## src/rtl/dncmd_pkg.sv

```systemverilog
package dncmd_pkg;
  localparam int unsigned OFS_HDR0 = 32'h00;
  localparam int unsigned OFS_HDR1 = 32'h04;
  localparam int unsigned OFS_HDR2 = 32'h08;
  localparam int unsigned OFS_DATA = 32'h0C;
  localparam int unsigned OFS_STAT = 32'h70;

  localparam int unsigned ERR_W    = 6;
  localparam int unsigned BUSY_BIT = 3;
  localparam int unsigned DONE_BIT = 28;

  localparam logic [31:0] HDR0_KEEP = 32'hFFFF_FF37;
  localparam logic [31:0] STAT_MASK = 32'h1000_0077;

  typedef enum logic [2:0] {
    CK_SETCFG = 3'd0,
    CK_GETCFG = 3'd1,
    CK_LNKRST = 3'd2,
    CK_RSVD3  = 3'd3,
    CK_PERIPH = 3'd4,
    CK_VWIRE  = 3'd5,
    CK_SIDEBD = 3'd6,
    CK_FLASH  = 3'd7
  } cmd_kind_e;

  function automatic logic [31:0] err_to_stat(input logic [ERR_W-1:0] e);
    logic [31:0] v;
    v           = '0;
    v[DONE_BIT] = 1'b1;
    v[6]        = e[5];
    v[5]        = e[4];
    v[4]        = e[3];
    v[2]        = e[2];
    v[1]        = e[1];
    v[0]        = e[0];
    return v;
  endfunction
endpackage

```

## src/rtl/dncmd_rst_sync.sv

```systemverilog
module dncmd_rst_sync #(
  parameter int STAGES = 2
) (
  input  logic clk,
  input  logic rst_n,
  output logic rst_n_s
);
  logic [STAGES-1:0] sync_q;

  always_ff @(posedge clk or negedge rst_n) begin
    if (!rst_n) sync_q <= '0;
    else        sync_q <= {sync_q[STAGES-2:0], 1'b1};
  end

  assign rst_n_s = sync_q[STAGES-1];
endmodule

```

## src/rtl/dncmd_cmd_regs.sv

```systemverilog
module dncmd_cmd_regs
  import dncmd_pkg::*;
#(
  parameter int ADDR_W = 8
) (
  input  logic              clk,
  input  logic              rst_n,
  input  logic              wr_en,
  input  logic [ADDR_W-1:0] addr,
  input  logic [31:0]       wdata,
  input  logic              rsp_valid,
  input  logic [ERR_W-1:0]  rsp_err,
  input  logic [31:0]       rsp_data,
  output logic              busy,
  output logic              done,
  output logic [31:0]       hdr0,
  output logic [31:0]       hdr1,
  output logic [31:0]       hdr2,
  output logic [31:0]       data
);
  localparam logic [ADDR_W-1:0] A_H0 = ADDR_W'(OFS_HDR0);
  localparam logic [ADDR_W-1:0] A_H1 = ADDR_W'(OFS_HDR1);
  localparam logic [ADDR_W-1:0] A_H2 = ADDR_W'(OFS_HDR2);
  localparam logic [ADDR_W-1:0] A_DT = ADDR_W'(OFS_DATA);

  logic        busy_q, busy_d;
  logic [31:0] h0_q, h0_d, h1_q, h1_d, h2_q, dt_q;
  logic        wr_open, load_cfg;
  logic        en_h0, en_h1, en_h2, en_dt;

  // next-state
  always_comb begin
    wr_open  = wr_en & ~busy_q;
    done     = busy_q & rsp_valid;
    load_cfg = done && (h0_q[2:0] == CK_GETCFG) && (rsp_err == '0);
    en_h0    = wr_open && (addr == A_H0);
    en_h1    = (wr_open && (addr == A_H1)) || load_cfg;
    en_h2    = wr_open && (addr == A_H2);
    en_dt    = wr_open && (addr == A_DT);
    h0_d     = wdata & HDR0_KEEP;
    h1_d     = load_cfg ? rsp_data : wdata;
    busy_d   = busy_q;
    if (done)       busy_d = 1'b0;
    else if (en_h0) busy_d = wdata[BUSY_BIT];
  end

  // registers
  always_ff @(posedge clk or negedge rst_n) begin
    if (!rst_n) begin
      busy_q <= 1'b0;
      h0_q   <= '0;
      h1_q   <= '0;
      h2_q   <= '0;
      dt_q   <= '0;
    end else begin
      busy_q <= busy_d;
      if (en_h0) h0_q <= h0_d;
      if (en_h1) h1_q <= h1_d;
      if (en_h2) h2_q <= wdata;
      if (en_dt) dt_q <= wdata;
    end
  end

  assign busy = busy_q;
  assign hdr0 = h0_q | (32'(busy_q) << BUSY_BIT);
  assign hdr1 = h1_q;
  assign hdr2 = h2_q;
  assign data = dt_q;

  AST_BUSY_HOLDS: assert property (@(posedge clk) disable iff (!rst_n)
    busy_q && !rsp_valid |=> busy_q);
  AST_BUSY_DROPS: assert property (@(posedge clk) disable iff (!rst_n)
    busy_q && rsp_valid |=> !busy_q);
  AST_LOCKED_WRITE: assert property (@(posedge clk) disable iff (!rst_n)
    busy_q && wr_en && !rsp_valid |=> $stable(h0_q) && $stable(h1_q) && $stable(h2_q) && $stable(dt_q));
  AST_IDLE_RSP: assert property (@(posedge clk) disable iff (!rst_n)
    !busy_q && rsp_valid && !wr_en |=> !busy_q && $stable(h1_q));
endmodule

```

## src/rtl/dncmd_status.sv

```systemverilog
module dncmd_status
  import dncmd_pkg::*;
(
  input  logic             clk,
  input  logic             rst_n,
  input  logic             set_en,
  input  logic [ERR_W-1:0] rsp_err,
  input  logic             clr_en,
  input  logic [31:0]      clr_bits,
  output logic [31:0]      stat,
  output logic             irq
);
  logic [31:0] st_q, st_d;
  logic        st_en;

  always_comb begin
    st_en = set_en | clr_en;
    st_d  = st_q & ~(clr_en ? clr_bits : 32'h0);
    if (set_en) st_d = st_d | err_to_stat(rsp_err);
    st_d  = st_d & STAT_MASK;
  end

  always_ff @(posedge clk or negedge rst_n) begin
    if (!rst_n)     st_q <= '0;
    else if (st_en) st_q <= st_d;
  end

  assign stat = st_q;
  assign irq  = |st_q;

  AST_DONE_SET: assert property (@(posedge clk) disable iff (!rst_n)
    set_en |=> st_q[DONE_BIT]);
  AST_W1C_CLEARS: assert property (@(posedge clk) disable iff (!rst_n)
    clr_en && clr_bits[DONE_BIT] && !set_en |=> !st_q[DONE_BIT]);
  AST_IRQ_SOURCE: assert property (@(posedge clk) disable iff (!rst_n)
    $rose(irq) |-> $past(set_en));
endmodule

```

## src/rtl/dncmd_regif.sv

```systemverilog
module dncmd_regif
  import dncmd_pkg::*;
#(
  parameter int ADDR_W = 8
) (
  input  logic              clk,
  input  logic              rst_n,
  input  logic              bus_wr,
  input  logic              bus_rd,
  input  logic [ADDR_W-1:0] bus_addr,
  input  logic [31:0]       bus_wdata,
  output logic [31:0]       bus_rdata,
  output logic              lnk_req,
  output logic [31:0]       lnk_hdr0,
  output logic [31:0]       lnk_hdr1,
  output logic [31:0]       lnk_hdr2,
  output logic [31:0]       lnk_data,
  input  logic              lnk_rsp,
  input  logic [ERR_W-1:0]  lnk_err,
  input  logic [31:0]       lnk_rdata,
  output logic              irq
);
  localparam logic [ADDR_W-1:0] A_H0 = ADDR_W'(OFS_HDR0);
  localparam logic [ADDR_W-1:0] A_H1 = ADDR_W'(OFS_HDR1);
  localparam logic [ADDR_W-1:0] A_H2 = ADDR_W'(OFS_HDR2);
  localparam logic [ADDR_W-1:0] A_DT = ADDR_W'(OFS_DATA);
  localparam logic [ADDR_W-1:0] A_ST = ADDR_W'(OFS_STAT);

  logic        rst_n_s, busy, done;
  logic [31:0] hdr0, hdr1, hdr2, data, stat, rd_d, rd_q;

  dncmd_rst_sync #(.STAGES(2)) rst_i (
    .clk(clk), .rst_n(rst_n), .rst_n_s(rst_n_s)
  );

  dncmd_cmd_regs #(.ADDR_W(ADDR_W)) cmd_i (
    .clk(clk), .rst_n(rst_n_s), .wr_en(bus_wr), .addr(bus_addr),
    .wdata(bus_wdata), .rsp_valid(lnk_rsp), .rsp_err(lnk_err),
    .rsp_data(lnk_rdata), .busy(busy), .done(done),
    .hdr0(hdr0), .hdr1(hdr1), .hdr2(hdr2), .data(data)
  );

  dncmd_status st_i (
    .clk(clk), .rst_n(rst_n_s), .set_en(done), .rsp_err(lnk_err),
    .clr_en(bus_wr && (bus_addr == A_ST)), .clr_bits(bus_wdata),
    .stat(stat), .irq(irq)
  );

  always_comb begin
    case (bus_addr)
      A_H0:    rd_d = hdr0;
      A_H1:    rd_d = hdr1;
      A_H2:    rd_d = hdr2;
      A_DT:    rd_d = data;
      A_ST:    rd_d = stat;
      default: rd_d = '0;
    endcase
  end

  always_ff @(posedge clk or negedge rst_n_s) begin
    if (!rst_n_s)    rd_q <= '0;
    else if (bus_rd) rd_q <= rd_d;
  end

  assign bus_rdata = rd_q;
  assign lnk_req   = busy;
  assign lnk_hdr0  = hdr0;
  assign lnk_hdr1  = hdr1;
  assign lnk_hdr2  = hdr2;
  assign lnk_data  = data;
endmodule

```

## config.mk

```make
export PLATFORM = sky130hd
export DESIGN_NAME = dncmd_regif
export DESIGN_NICKNAME = d
export VERILOG_FILES = /design/src/rtl/dncmd_pkg.sv /design/src/rtl/dncmd_rst_sync.sv /design/src/rtl/dncmd_cmd_regs.sv /design/src/rtl/dncmd_status.sv /design/src/rtl/dncmd_regif.sv
export SDC_FILE = /design/constraint.sdc
export NUM_CORES = 1
export LEC_CHECK = 0
export BUFFER_PORTS_ARGS = -buffer_cell sky130_fd_sc_hd__buf_4
export CORE_MARGIN = 2
export CORE_UTILIZATION = 28
export CTS_CLUSTER_DIAMETER = 40
export DETAILED_ROUTE_END_ITERATION = 8
export PLACE_DENSITY_LB_ADDON = 0.25
export SLEW_MARGIN = 30
export SYNTH_ARGS = -nofsm -noshare
export SYNTH_HDL_FRONTEND = slang
export SYNTH_SLANG_ARGS = --single-unit
```

## constraint.sdc

```tcl
create_clock -name clk -period 5.5 [get_ports clk]
set_clock_uncertainty 0.15 [all_clocks]
set_input_delay 1.1 -clock clk [delete_from_list [all_inputs] [get_ports clk]]
set_output_delay 1.1 -clock clk [all_outputs]
set_load 0.1 [all_outputs]
```

==> After elaboration in Yosys (flattened, before gate mapping) <==
Cells that the tools add are included.
{ "totals": {"register_bits": 167, "in_bits": 83, "out_inout_bits": 162, "word_cells": 39} }
{ "op_classes": {"eq_ne": 5, "muxes": 6, "bitwise": 8, "n_reduce_logical": 12} }
{ "ops": {"columns": ["op", "n"], "rows": [
  ["case mux 32 bit (5 select lines)", 1],
  ["two-way mux 29 bit", 2],
  ["two-way mux 32 bit", 1],
  ["OR 32 x 4 -> 32 bit", 1],
  ["bitwise AND 29 bit", 1],
  ["inverter 29 bit", 1],
  ["OR 29 bit", 1],
  ["== test 8 x 4 -> 1 bit (second input constant)", 2],
  ["== test 8 x 3 -> 1 bit (second input constant)", 1],
  ["== test 8 x 7 -> 1 bit (second input constant)", 1],
  ["logical NOT 8 bit", 1],
  ["logical AND 1 bit", 7],
  ["OR reduction 7 bit", 1],
  ["logical NOT 6 bit", 1],
  ["== test 3 x 1 -> 1 bit (second input constant)", 1],
  ["bitwise AND 1 bit", 2],
  ["two-way mux 1 bit", 2],
  ["nonzero test 2 bit", 1],
  ["logical OR 1 bit", 1],
  ["inverter 1 bit", 1],
  ["OR 1 bit", 1]
]} }

==> Depth between registers and ports, before layout <==
Gate-level depths: netlist (run 1).
{ "depth": {"ltp_word": 7, "mapped_depth": 6, "mapped_depth_nobuf": 4} }

==> Modules after synthesis <==
From an unflattened synthesis (run 1), not the netlist that was laid out.
{ "hier_totals": {"hier_cells": 674, "area_unflattened_um2": 8045.2} }
{ "by_module_without_submodules": {"columns": ["mod", "instances", "cells_each", "area_per_inst_um2", "seq_area_each_um2"], "rows": [
  ["dncmd_cmd_regs", 1, 356, 5118.7, 3153.0],
  ["dncmd_regif", 1, 265, 2404.8, 800.8],
  ["dncmd_status", 1, 50, 467.9, 175.2],
  ["dncmd_rst_sync", 1, 3, 53.8, 50.0]
]} }

==> Worst setup path before layout (run 1) <==
Ideal clock, no wire load.
{ "synth_timing": {"kind": "input port to flip-flop", "start": "input bus_addr[7]", "end": "register cmd_i.h1_q[28], in the netlist cmd_i.hdr1[28]", "setup_time_ps": 78, "t_arrival_ps": 2574, "required_ps": 5272, "setup_slack_ps": 2698, "stages": 6, "n_path_buf": 2, "path_cell_list": "or4_1 > or3b_1 > buf_6 > buf_12 > mux2i_1 > a21oi_1"} }
{ "synth_via": {"elab_chain_cells": 3} }
{ "synth_rtl": {"columns": ["element", "line_no", "text"], "rows": [
  ["from (decl)", "dncmd_regif.sv:10", "input logic [ADDR_W-1:0] bus_addr,"],
  ["== test 8 x 3 -> 1 bit", "dncmd_cmd_regs.sv:37", "en_h1 = (wr_open && (addr == A_H1)) || load_cfg;"],
  ["logical AND 1 bit", "dncmd_cmd_regs.sv:37", null],
  ["logical OR 1 bit", "dncmd_cmd_regs.sv:37", null],
  ["to (signal assigned)", "dncmd_cmd_regs.sv:52", "h1_q <= '0;"],
  ["to (signal assigned)", "dncmd_cmd_regs.sv:58", "if (en_h1) h1_q <= h1_d;"],
  ["to (decl)", "dncmd_cmd_regs.sv:27", "logic [31:0] h0_q, h0_d, h1_q, h1_d, h2_q, dt_q;"]
]} }
Every way passes these cells.
A chain may end at the register's enable or synchronous reset.

==> Worst setup path in the final report (run 1) <==
{ "layout_timing": {"start": "input bus_addr[3]", "end": "register cmd_i.h0_q[5]"} }
{ "layout_via": {"elab_chain_cells": 2} }
{ "layout_rtl": {"columns": ["element", "line_no", "text"], "rows": [
  ["logical NOT 8 bit", "dncmd_cmd_regs.sv:36", "en_h0 = wr_open && (addr == A_H0);"],
  ["logical AND 1 bit", "dncmd_cmd_regs.sv:36", null],
  ["to (signal assigned)", "dncmd_cmd_regs.sv:51", "h0_q <= '0;"],
  ["to (signal assigned)", "dncmd_cmd_regs.sv:57", "if (en_h0) h0_q <= h0_d;"],
  ["to (decl)", "dncmd_cmd_regs.sv:27", null]
]} }
Every way passes these cells.

==> results of run 1 <==
==> power groups by stage <==
stage | clock (mW) | combinational, mW | sequential (mW)
final | 1.18 | 0.754 | 1.35
after CTS | 1.22 | 0.753 | 1.36
after floorplan | 0 | 0.121 | 1.79
after global routing | 1.26 | 0.785 | 1.36
after detailed placement | 0 | 0.752 | 1.38
after global placement | 0 | 0.747 | 1.38
==> metal layers <==
layer  global-route usage (%)  vias to the layer above  part of all wire, %
met5                        0                        -                    0
met4                    3.711                        0                 0.74
met3                    5.027                       13                  7.6
met2                    25.64                      217                   45
met1                    23.24                     2874                   47
li1                         -                     2628                    -
==> sequential cells by signal (all words and copies together) (netlist names) <==
name / flops
bus_rdata: 32
cmd_i.busy: 1
st_i.stat: 7
cmd_i.data: 32
cmd_i.h0_q: 29
cmd_i.hdr1: 32
rst_i.sync_q: 2
cmd_i.hdr2: 32
==> critical path: cells and delay by family <==
kind          cells  cell delay, ns
mux               1            0.45
simple gates      3            2.08
buf+inv           1            0.17
==> metrics by stage <==
step	hold slack, ns	util [%]	cell area (um2)
3_5_place_dp	0.1918	36.22	9679
2_1_floorplan	0.1812	-	7580
5_1_grt	0.1682	38.47	10280
4_1_cts	0.2210	38.39	10260
6_report	0.1313	38.47	10280
3_3_place_gp	0.1883	36.11	9652
==> cells in the final DEF, fill, tap and decap left out, types with 5 or more instances in the layout <==
cell type and n:
clkbuf_16 17, a22o_1 7, buf_4 250, o22a_1 5, nor2_1 41, a21oi_1 33
nand2_1 16, mux2_2 95, a22oi_1 7, mux2i_1 86, dfrtp_1 166, a31oi_1 5
inv_6 5, o21a_1 24, o221ai_1 24
==> cells by family (layout without fill, tap and decap cells) <==
kind of cell | Yosys count | after routing | synth area share [%]
AOI/OAI and AO/OA | 111 | 111 | 10.40
buffers and inverters | 47 | 288 | 3.518
DFF | 167 | 167 | 55.16
muxes | 182 | 182 | 25.63
other | 2 | 3 | 0.09913
and+or+nand+nor | 82 | 82 | 5.186
==> how the worst max path moves through the flow <==
stage	end	slack, ns	cells past startpoint
floorplan	bus_rdata[0]$_DFFE_PN0P_	0.35	0
global placement	cmd_i.h0_q[5]$_DFFE_PN0P_	1.42	5
detailed placement	cmd_i.h0_q[5]$_DFFE_PN0P_	1.34	5
CTS	cmd_i.h0_q[5]$_DFFE_PN0P_	1.79	5
global route	cmd_i.h0_q[5]$_DFFE_PN0P_	1.60	5
finish	cmd_i.h0_q[5]$_DFFE_PN0P_	1.82	5
==> final cells by class <==
class / count / area [um2]
Timing Repair Buffer: 252 / 1924
Tap cell: 341 / 426.7
Inverter: 4 / 15.01
Clock inverter: 15 / 156.4
Multi-Input combinational cell: 378 / 3151
Clock buffer: 17 / 425.4
Sequential cell: 167 / 4183
Fill cell: 2671 / 16440
==> flow_summary.json, run 1 <==
{
  "p_total_mw": 3.286,
  "grt_pass1_vias": 6097,
  "grt_max_degree": 71,
  "drt-wirelength-per-cell_um": 20.05,
  "num_antenna_cells": 0,
  "dp_hpwl_um": 16140,
  "worst_pin_slew_ns": 0.8912,
  "drive_gt1_share_pct": 46.46,
  "synth_top_area_share_pct": 55.16,
  "combPwrFrac_pct": 23.0,
  "postRouteAntennaNets": 0,
  "fin_cells": 1174,
  "synth.most_common_cell": "dfrtp_1",
  "r2r-start": "cmd_i.busy$_DFFE_PN0P_",
  "cts_buffers": 17,
  "cts_tree": "yes",
  "antenna_found_initial": 0,
  "internal_power_mw": 2.079,
  "ys_ff_latch": 167,
  "fin_nets": 903,
  "postSynthCellCount": 591,
  "port-buffer-count": 242,
  "die_area_um2": 28390,
  "detailroute.via_count": 5732,
  "grt-ovfl-total": 0,
  "rr_worst_depth": 5,
  "synth_area_um2": 7576,
  "synth_area_leaders": "dfrtp_1 55%, mux2_2 14%, mux2i_1 11%",
  "drtIter0Drc": 397,
  "grt_pass1_wl_um": 36620,
  "relSlewSlack_pct": 40.45,
  "yosys-top-cells-count": "167 x dfrtp_1, 95 x mux2_2, 86 x mux2i_1",
  "r2r-end": "cmd_i.hdr1[8]$_DFFE_PN0P_",
  "synth_cell_types": 43,
  "grtUsageTotal_pct": 16.68,
  "critPathKind": "input pin to register",
  "crit_slowest_cell": "or3_2",
  "min_path_type": "register to asynchronous set/reset pin",
  "wl_um": 23540,
  "gp_congestion": 0.8260,
  "setup_slack_ns": 1.819,
  "rsz0062_at_grt": "false",
  "synth_top_area_cell": "dfrtp_1",
  "fin_crit_sh_pct": 66.92,
  "swShare_pct": 36.74,
  "die_y_um": 168.5,
  "io_pins": 245,
  "start_util_pct": 28.35,
  "critPathArrivalTime_ns": 3.82,
  "tns_ns": 0,
  "ys_seq_area_share_pct": 55.16,
  "crit_chain": "buf_4 -> nor3_1 -> nand2_2 -> or3_2 -> mux2_1",
  "ctsResizeCount": 0,
  "cp.required_ns": 5.64,
  "peakVddDrop_mv": 0.1439,
  "yosysWarnings": 0,
  "syn2layout_area_growth_pct": 35.71,
  "dp_cells": 1141,
  "syn_area_per_cell_um2": 12.82,
  "endpoint_kind": "register",
  "async_flop_share_pct": 100.0,
  "cts.sinks": 167,
  "route.detailed.drc": 0,
  "r2r_slack_ns": 3.02,
  "cap_viol_max_count": 0,
  "cts_hold_buf": 0,
  "max_freq_mhz": 271.7,
  "post-place-ws_ns": 1.336,
  "clockBufferDepth": 2,
  "die_w_um": 168.5,
  "synth-edff-count": 0,
  "clockRootBuffer": "clkbuf_16",
  "worstPathMaxFanout": 30,
  "switching_power_mw": 1.207,
  "insertion_delay_ns": 0.42,
  "ys.flop_type": "dfrtp_1",
  "rows": 60,
  "core_um2": 26730,
  "outcome": "finished clean",
  "pwr-share-clk_pct": 36.0,
  "drv_slew": 0,
  "drt_first_pass_iters": 4,
  "htreeDepth": 4,
  "leakagePower_nw": 5.318,
  "postCtsSetupBuffers": 0,
  "powerDensity_nw_per_um2": 319.6,
  "finalHoldViolCount": 0,
  "finalCriticalPeriod_ns": 3.681,
  "power_frac_seq_pct": 41.1,
  "startpoint": "bus_addr[3]",
  "avgViaCountPerCell": 4.882,
  "clk_pin_slew_ns": 0.08,
  "final-setup-viol-count": 0,
  "startpoint_type": "input pin",
  "critPathMaxStageDelay_ns": 1.00
}
No activity file was read; power rests on OpenSTA's default activity.
==> inputs of run 2 (changes only) <==
--- a/config.mk
+++ b/config.mk
@@ -5,6 +5,7 @@
 export SDC_FILE = /design/constraint.sdc
 export NUM_CORES = 1
 export LEC_CHECK = 0
+export ABC_AREA = 1
 export BUFFER_PORTS_ARGS = -buffer_cell sky130_fd_sc_hd__buf_4
 export CORE_MARGIN = 2
 export CORE_UTILIZATION = 28
==> constraint.sdc (replaced) <==
create_clock -name clk -period 3.09 [get_ports clk]
set_clock_uncertainty 0.15 [all_clocks]
set_input_delay 0.618 -clock clk [delete_from_list [all_inputs] [get_ports clk]]
set_output_delay 0.618 -clock clk [all_outputs]
set_load 0.1 [all_outputs]
==> run 2 against run 1 <==
Compared with the run above: die area increased by 1.4%; sequential share of layout area shrank 1.2 points; first-iteration DRC count up 55%; count of clock-buffer cells in the layout is 1 higher; total power is 80% higher; largest cell class unchanged; utilization is 0.86 points higher; sequential power increased by 78%; non-clock buffer count is 16 higher; critical path depth decreased by 2.
==> flow_summary.json, run 2 <==
{
  "port-buffer-count": 242,
  "clockRootBuffer": "clkbuf_16",
  "layout_common_cells": "324 x nand2_1, 260 x buf_4, 166 x dfrtp_1, 117 x o21ai_0, 112 x nand3_1",
  "finalHoldViolCount": 0,
  "route.detailed.drc": 0,
  "synth_cell_types": 23,
  "max_freq_mhz": 447.8,
  "crit_cells": 3,
  "io_pins": 245,
  "hold_depth": 0,
  "startpoint_type": "register",
  "fin_nets": 1257,
  "fin_crit_sh_pct": 72.27,
  "critPathMaxStageDelay_ns": 0.40,
  "cp.required_ns": 2.32,
  "synth_top_family_by_area": "simple AND/OR/NAND/NOR gates",
  "synth_top_area_cell": "dfrtp_1",
  "multi_input_area_um2": 3100,
  "synth_mux_area_share_pct": 0,
  "ys_seq_area_share_pct": 54.37,
  "final-setup-viol-count": 0,
  "yosys-top-cells-count": "327 x nand2_1, 167 x dfrtp_1, 117 x o21ai_0",
  "power_frac_seq_pct": 40.7,
  "postSynthCellCount": 948,
  "clk_pin_slew_ns": 0.07,
  "layout_commonest_cell": "nand2_1",
  "combPwrFrac_pct": 20.1,
  "synth_xor_area_share_pct": 0,
  "synth.most_common_cell": "nand2_1",
  "leakagePower_nw": 5.464,
  "grt_pass1_vias": 7199,
  "grt_pass1_wl_um": 44830,
  "postRouteAntennaNets": 0,
  "wl_um": 29510,
  "detailroute.via_count": 7475,
  "min_path_type": "register to register",
  "pwr-share-clk_pct": 39.3,
  "internal_power_mw": 3.919,
  "fin_cells": 1529,
  "endpoint_kind": "primary output",
  "dp_cells": 1492,
  "synth_area_um2": 7686,
  "dp_hpwl_um": 19570,
  "finalCriticalPeriod_ns": 2.233,
  "ys_ff_latch": 167,
  "crit_family": "flip-flops",
  "crit_slowest_cell": "dfrtp_1",
  "start_util_pct": 28.52,
  "r2r-end": "cmd_i.hdr1[23]$_DFFE_PN0P_",
  "worstHoldStart": "rst_i.sync_q[0]$_DFF_PN0_",
  "cts_buffers": 17,
  "cts.sinks": 167,
  "die_w_um": 169.7,
  "htreeDepth": 4,
  "yosysWarnings": 0,
  "rows": 60,
  "critPathArrivalTime_ns": 1.47,
  "synth-simple-area-share_pct": 30.69,
  "p_total_mw": 5.910,
  "syn2layout_area_growth_pct": 37.91,
  "critPathKind": "register to primary output",
  "synth-edff-count": 0,
  "gp_congestion": 0.8062,
  "core_um2": 26950,
  "r2r-start": "cmd_i.busy$_DFFE_PN0P_",
  "drtIter0Drc": 614,
  "drt_first_pass_iters": 5,
  "cts_tree": "yes",
  "r2r_slack_ns": 0.93,
  "antenna_found_initial": 1,
  "tns_ns": 0,
  "avgViaCountPerCell": 4.889,
  "swShare_pct": 33.69,
  "synth_area_leaders": "dfrtp_1 54%, nand2_1 16%, o21ai_0 7.6%",
  "hold-path-endpoint": "rst_i.sync_q[1]$_DFF_PN0_",
  "drt-wirelength-per-cell_um": 19.30,
  "seqCellArea_um2": 4183,
  "rsz0062_at_grt": "false",
  "fillers": 2766,
  "die_y_um": 169.7,
  "insertion_delay_ns": 0.42,
  "die_area_um2": 28790,
  "synth-compound-area-share_pct": 8.921,
  "cp_num_buf_inv": 1,
  "powerDensity_nw_per_um2": 557.6,
  "outcome": "finished clean",
  "cap_viol_max_count": 0,
  "ys.flop_type": "dfrtp_1",
  "drive_gt1_share_pct": 26.37,
  "switching_power_mw": 1.991,
  "syn_area_per_cell_um2": 8.108,
  "clockBufferDepth": 2,
  "drv_slew": 0,
  "rr_worst_depth": 7,
  "grtUsageTotal_pct": 20.70,
  "grt-ovfl-total": 0,
  "worst_pin_slew_ns": 1.034,
  "peakVddDrop_mv": 0.2993,
  "async_flop_share_pct": 100.0,
  "synthAdderAreaFrac_pct": 0,
  "grt_max_degree": 159,
  "worstPathMaxFanout": 3,
  "synth_top_area_share_pct": 54.37,
  "crit_chain": "nor4_1 -> nand2_1 -> buf_4",
  "relSlewSlack_pct": 31.04
}
## run 2: per-layer routing
metal,vias up,GRT usage [%],part of all wire [%]
li1,3568,-,-
met1,3624,27.94,43
met2,257,33.79,49
met3,26,4.478,6.6
met4,0,5.314,1.4
met5,-,0,0
## run 2: layout make-up
type | count | area share [%]
repair buffers | 268 | 19.55
clock buffers | 18 | 4.049
multi-input cells | 670 | 29.25
diodes | 1 | 0.02361
flip-flops and latches | 167 | 39.46
inverters | 50 | 1.771
clock inverters | 14 | 1.877
well taps | 341 | 4.025
## run 2: power groups by stage
| stage | registers [mW] | logic (mW) | clock network (mW) |
|---|---|---|---|
| floorplan | 3.05 | 0.220 | 0 |
| global placement | 2.44 | 1.18 | 0 |
| detailed placement | 2.44 | 1.19 | 0 |
| CTS | 2.40 | 1.20 | 2.37 |
| global route | 2.42 | 1.25 | 2.47 |
| finish | 2.40 | 1.19 | 2.32 |
## run 2: cells by family after synthesis
family,after synthesis
flip-flops,167
AO/OA/AOI/OAI,137
buffers and inverters,112
other,2
AND/OR/NAND/NOR,530
## run 2: repair_timing
action / CTS / global route
hold endpoints to repair: 4 / 0
gates resized for setup: 0 / 0
setup endpoints to repair: 0 / 0
setup buffers: 0 / 0
hold buffers: 4 / 0
## run 2: through the flow
stage	setup WS (ns)	utilization [%]	hold WS [ns]	instance area [um2]
after floorplan	0.1780	-	0.1724	7691
after global placement	0.6973	36.84	-0.009023	9930
after detailed placement	0.6818	36.84	-0.009148	9930
after CTS	0.8174	39.32	0.2128	10600
after global routing	0.7474	39.32	0.2301	10600
final	0.8569	39.33	0.2093	10600
## run 2: worst max-delay path by stage
| stage | startpoint | to | slack, ns |
|---|---|---|---|
| after floorplan | rst_i.sync_q[1]$_DFF_PN0_ | bus_rdata[0]$_DFFE_PN0P_ | 0.18 |
| after global placement | bus_addr[1] | cmd_i.hdr1[22]$_DFFE_PN0P_ | 0.70 |
| after detailed placement | bus_addr[1] | cmd_i.hdr1[16]$_DFFE_PN0P_ | 0.68 |
| after CTS | st_i.stat[4]$_DFFE_PN0P_ | irq | 0.82 |
| after global routing | st_i.stat[4]$_DFFE_PN0P_ | irq | 0.75 |
| final | st_i.stat[4]$_DFFE_PN0P_ | irq | 0.86 |
